==> src/rtl/irq_unit_pkg.sv <==
package irq_unit_pkg;
  localparam int unsigned DATA_W  = 8;
  localparam int unsigned ADDR_W  = 13;
  localparam int unsigned IDX_LSB = 9;
  localparam int unsigned IDX_W   = 4;
  localparam logic [IDX_W-1:0] IDX_SHIFT = 4'd10;
  localparam logic [IDX_W-1:0] IDX_FLAG  = 4'd13;
  localparam logic [IDX_W-1:0] IDX_EN    = 4'd14;
  localparam int unsigned SR_BIT  = 2;
  localparam int unsigned TMR_BIT = 6;
  localparam logic [DATA_W-1:0] SRC_MASK = (DATA_W'(1) << SR_BIT) | (DATA_W'(1) << TMR_BIT);

  typedef struct packed {
    logic flag_hit;
    logic en_hit;
    logic shift_hit;
  } idx_hit_t;
endpackage

==> src/rtl/irq_addr_dec.sv <==
module irq_addr_dec
  import irq_unit_pkg::*;
#(
  parameter int unsigned AW = ADDR_W,
  parameter int unsigned LSB = IDX_LSB
) (
  input  logic [AW-1:0] addr_i,
  output idx_hit_t      hit_o
);
  logic [IDX_W-1:0] idx;
  assign idx = addr_i[LSB +: IDX_W];

  always_comb begin
    hit_o.flag_hit  = (idx == IDX_FLAG);
    hit_o.en_hit    = (idx == IDX_EN);
    hit_o.shift_hit = (idx == IDX_SHIFT);
  end
endmodule

==> src/rtl/irq_flag_reg.sv <==
module irq_flag_reg #(
  parameter int unsigned W = 8,
  parameter logic [W-1:0] IMPL_MASK = '0
) (
  input  logic         clk_i,
  input  logic         rst_ni,
  input  logic [W-1:0] set_i,
  input  logic [W-1:0] clr_i,
  output logic [W-1:0] flag_o
);
  for (genvar b = 0; b < W; b++) begin : g_bit
    if (IMPL_MASK[b]) begin : g_ff
      logic q;
      always_ff @(posedge clk_i or negedge rst_ni) begin
        if (!rst_ni)        q <= 1'b0;
        else if (set_i[b])  q <= 1'b1;  // set beats clear
        else if (clr_i[b])  q <= 1'b0;
      end
      assign flag_o[b] = q;

      assert_set_wins_R7: assert property (@(posedge clk_i) disable iff (!rst_ni)
        set_i[b] |=> flag_o[b]);
      assert_clear_R3: assert property (@(posedge clk_i) disable iff (!rst_ni)
        (clr_i[b] && !set_i[b]) |=> !flag_o[b]);
      assert_hold_R2: assert property (@(posedge clk_i) disable iff (!rst_ni)
        (flag_o[b] && !clr_i[b]) |=> flag_o[b]);
    end else begin : g_tie
      assign flag_o[b] = 1'b0;
    end
  end
endmodule

==> src/rtl/irq_en_reg.sv <==
module irq_en_reg #(
  parameter int unsigned W = 8,
  parameter logic [W-2:0] RST_VAL = '0
) (
  input  logic         clk_i,
  input  logic         rst_ni,
  input  logic         wr_i,
  input  logic [W-1:0] wdata_i,
  output logic [W-1:0] en_o
);
  logic [W-2:0] en_q;
  logic         set_mode;
  assign set_mode = wdata_i[W-1];

  always_ff @(posedge clk_i or negedge rst_ni) begin
    if (!rst_ni)       en_q <= RST_VAL;
    else if (wr_i) begin
      if (set_mode)    en_q <= en_q | wdata_i[W-2:0];
      else             en_q <= en_q & ~wdata_i[W-2:0];
    end
  end
  assign en_o = {1'b0, en_q};

  for (genvar b = 0; b < W-1; b++) begin : g_chk
    assert_en_set_R4: assert property (@(posedge clk_i) disable iff (!rst_ni)
      (wr_i && wdata_i[W-1] && wdata_i[b]) |=> en_o[b]);
    assert_en_clr_R5: assert property (@(posedge clk_i) disable iff (!rst_ni)
      (wr_i && !wdata_i[W-1] && wdata_i[b]) |=> !en_o[b]);
    assert_en_keep_R10: assert property (@(posedge clk_i) disable iff (!rst_ni)
      !wr_i |=> $stable(en_o[b]));
  end
endmodule

==> src/rtl/irq_out_reg.sv <==
module irq_out_reg #(
  parameter int unsigned W = 8,
  parameter logic [W-1:0] GATE = '0
) (
  input  logic         clk_i,
  input  logic         rst_ni,
  input  logic [W-1:0] flag_i,
  input  logic [W-1:0] en_i,
  output logic         irq_o
);
  logic pend;
  assign pend = |(flag_i & en_i & GATE);

  always_ff @(posedge clk_i or negedge rst_ni) begin
    if (!rst_ni) irq_o <= 1'b0;
    else         irq_o <= pend;
  end

  assert_irq_rise_R8: assert property (@(posedge clk_i) disable iff (!rst_ni)
    pend |=> irq_o);
  assert_irq_fall_R8: assert property (@(posedge clk_i) disable iff (!rst_ni)
    !pend |=> !irq_o);
endmodule

==> src/rtl/irq_flag_unit.sv <==
module irq_flag_unit
  import irq_unit_pkg::*;
(
  input  logic              clk_i,
  input  logic              rst_ni,
  input  logic [ADDR_W-1:0] addr_i,
  input  logic              wr_i,
  input  logic              rd_i,
  input  logic [DATA_W-1:0] wdata_i,
  output logic [DATA_W-1:0] rdata_o,
  input  logic              sr_set_i,
  input  logic              tmr_set_i,
  output logic              irq_o
);
  localparam logic [DATA_W-2:0] EN_RST = SRC_MASK[DATA_W-2:0];

  idx_hit_t          hit;
  logic [DATA_W-1:0] flag, en, set_vec, clr_vec;

  irq_addr_dec #(.AW(ADDR_W), .LSB(IDX_LSB)) u_dec (
    .addr_i (addr_i),
    .hit_o  (hit)
  );

  always_comb begin
    set_vec = '0;
    set_vec[SR_BIT]  = sr_set_i;
    set_vec[TMR_BIT] = tmr_set_i;
    clr_vec = (wr_i && hit.flag_hit) ? wdata_i : '0;
    if (rd_i && hit.shift_hit) clr_vec[SR_BIT] = 1'b1;
  end

  irq_flag_reg #(.W(DATA_W), .IMPL_MASK(SRC_MASK)) u_flag (
    .clk_i  (clk_i),
    .rst_ni (rst_ni),
    .set_i  (set_vec),
    .clr_i  (clr_vec),
    .flag_o (flag)
  );

  irq_en_reg #(.W(DATA_W), .RST_VAL(EN_RST)) u_en (
    .clk_i   (clk_i),
    .rst_ni  (rst_ni),
    .wr_i    (wr_i && hit.en_hit),
    .wdata_i (wdata_i),
    .en_o    (en)
  );

  irq_out_reg #(.W(DATA_W), .GATE(SRC_MASK)) u_irq (
    .clk_i  (clk_i),
    .rst_ni (rst_ni),
    .flag_i (flag),
    .en_i   (en),
    .irq_o  (irq_o)
  );

  always_comb begin
    rdata_o = '0;
    if (hit.flag_hit)    rdata_o = flag;
    else if (hit.en_hit) rdata_o = en;
  end

  assert_flag_legal_R2: assert property (@(posedge clk_i) disable iff (!rst_ni)
    (flag & ~SRC_MASK) == '0);
  assert_shift_read_clr_R6: assert property (@(posedge clk_i) disable iff (!rst_ni)
    (rd_i && hit.shift_hit && !sr_set_i) |=> !flag[SR_BIT]);
endmodule

==> config.mk <==
export PLATFORM = sky130hd
export DESIGN_NAME = irq_flag_unit
export DESIGN_NICKNAME = d
export VERILOG_FILES = /design/src/rtl/irq_unit_pkg.sv /design/src/rtl/irq_addr_dec.sv /design/src/rtl/irq_flag_reg.sv /design/src/rtl/irq_en_reg.sv /design/src/rtl/irq_out_reg.sv /design/src/rtl/irq_flag_unit.sv
export SDC_FILE = /design/constraint.sdc
export NUM_CORES = 1
export LEC_CHECK = 0
export BUFFER_PORTS_ARGS = -buffer_cell sky130_fd_sc_hd__buf_2
export CELL_PAD_IN_SITES_DETAIL_PLACEMENT = 0
export CELL_PAD_IN_SITES_GLOBAL_PLACEMENT = 1
export CORE_MARGIN = 8
export CORE_UTILIZATION = 28
export CTS_CLUSTER_SIZE = 28
export DETAILED_ROUTE_END_ITERATION = 10
export PLACE_DENSITY_LB_ADDON = 0.1
export SLEW_MARGIN = 20
export SYNTH_ARGS = -nofsm -noshare
export SYNTH_HDL_FRONTEND = slang
export SYNTH_HIERARCHICAL = 1
export SYNTH_SLANG_ARGS = --single-unit
==> constraint.sdc <==
create_clock -name clk_i -period 0.92 [get_ports clk_i]
set_input_delay 0.184 -clock clk_i [delete_from_list [all_inputs] [get_ports clk_i]]
set_output_delay 0.184 -clock clk_i [all_outputs]
set_load 0.02 [all_outputs]
==> metrics.md <==
| Metric | Value |
|---|---|
| Status | complete, but fails checks |
| Violated checks | setup timing |
| Hold/Removal Path Class | input port to register |
| Final setup fails | 16 |
| Vias | 550 |
| Highest-count cells in the layout ignoring fill and taps | buf_2, buf_6, buf_4 |
| Final WL | roughly 1700 um |
| Vias in the first global route | around 600 |
| Worst Setup End Kind | output port |
| TNS Setup | -4.335 ns |
| Slew Limit Fails | 0 |
| Final Hold Viols | 0 |
| Overall Power | 1.230 mW |
| Max-Cap Viols | 0 |
| Cell count after synthesis | 61 |
| Hold_ws | 0.1036 ns |
| Vias/cell | 4.435 |
| Required @ worst endpoint | 0.74 ns |
| # IOs | 36 |
| Die footprint | 4039 um2 |
| Placement Cell Area | 823.3 um2 |
| P_leak | between 0.4 and 0.5 nW |
| # fillers | 220 |
| Core box area | 2170 um2 |
| CP startpoint kind | input port |
| Tcrit/Tclk final | 141.7% |
| Post-route cell area | 1013 um2 |
| WL met1 | 772 um |
| Setup Crit Path Kind | input port to output port |
| GRT Util Overall | roughly 8.4% |
| Wire per inst | 13.67 um |
| Place WS | -0.4235 ns |
| Layout area overhead | 60.08% |
| Top sig layer | met3 |
| Row cnt | 17 |
| Final worst slack | -0.3838 ns |
| Pin count of the biggest net entering global routing | 11 |
| Routed wl met3 | 152 um |
| Share of post-route cells with drive strength above 1 | 69.79% |
| CTS Root Cell | clkbuf_4 |
| Max Clk Rate | 767.0 MHz |
| Die X | 63.55 um |
| Critical Path AT | around 1.1 ns |
| First-pass iteration count of the detailed router | 4 |
| Deepest clock path buffer count | 2 |
| Inserted Clock Buffers | 3 |
| Multi-input logic area | 400.4 um2 |
| Post-DP HPWL | 1298 um |
| Mean Syn Cell Area | around 10 um2 |
| Worst ir drop on vdd | 0.7385 mV |
| Ys Warns | 6 |
| Clk_lat worst skew | around 0.26 ns |
| Nets@finish | around 130 |
| RSZ-0062 raised after global routing | yes |
| Clock Sinks | 10 |
| Post-Syn Area | 633.1 um2 |
| Die Span Y | between 60 and 70 um |
| Final ANT Viol Nets | 0 |
| Starting DRT DRC Count | 13 |
| Post-layout min period | 1.304 ns |
| Remaining Overflow, GRT | 0 |
| Setup Skew | 0.003685 ns |
| CTS H-tree depth | 1 |
| GPL Wtd Cong | around 0.66 |
| PortBufs | 25 |
| Initial antenna violation count | 0 |
| Power Dens Cells | 1214 nW/um2 |
| Reg area | 252.7 um2 |
| Met2 routed WL | 770 um |
| First-pass GRT wire length | between 2000 and 3000 um |
| Crit Path Max Fanout | 6 |
| Antenna Cells | 0 |
| Most common cell after layout, fill and taps aside | buf_2 |
| Clk slew on worst S/H paths | 0.06 ns |
| DRC viols | 0 |
| Initial Utilization | 29.18% |
| CTS tree | built |
-- critical path, stage by stage --
cell,delay (ns)
buf_6,0.09
and4b_2,0.30
nor2b_4,0.23
a22o_1,0.18
buf_6,0.12
-- worst paths after layout --
| check | depth (start not counted) | start | endpoint | slack (ns) |
|---|---|---|---|---|
| max | 5 | addr_i[9] | rdata_o[2] | -0.38 |
| min | 2 | sr_set_i | u_flag/g_bit[2].g_ff.q | 0.10 |
| max reg2reg | 3 | register | register | -0.02 |
| min reg2reg | 1 | register | register | 0.52 |
| max in group asynchronous | 2 | rst_ni | asynchronous set/reset pin | 0.32 |
| min in group asynchronous | 2 | rst_ni | asynchronous set/reset pin | 0.33 |
-- per-layer routing --
| metal | vias up | track usage (%) |
|---|---|---|
| met3 | 0 | 4.240 |
| met5 | - | 0 |
| met2 | 18 | 12.93 |
| met1 | 263 | 9.350 |
| li1 | 269 | - |
| met4 | 0 | 4.178 |
-- cell type report --
type	count	area share, %
multi-input combinational	43	39.51
timing repair buffer	38	29.14
sequential	10	24.94
tap	28	3.457
clock buffer	3	2.222
inverter	2	0.7407
-- per-stage QoR --
step / util, % / cells
after global placement: 37.95 / 116
final: 46.71 / 124
after floorplan: - / 66
after global routing: 46.71 / 124
after CTS: 43.19 / 121
after detailed placement: 37.95 / 116
-- report_power, final --
| part | switching (mW) | internal [mW] | total, mW |
|---|---|---|---|
| clock network | 0.143 | 0.151 | 0.294 |
| logic | 0.136 | 0.224 | 0.361 |
| registers | 0.0486 | 0.527 | 0.576 |
-- timing repair --
action / in CTS / in global routing
endpoints found under the hold margin: 8 / 0
hold buffers: 1 / 0
endpoints found under the setup margin: 15 / 15
gates resized for setup: 22 / 17
buffers inserted: 1 / 3
pin swaps: 7 / 7
No activity file was read; power rests on OpenSTA's default activity.
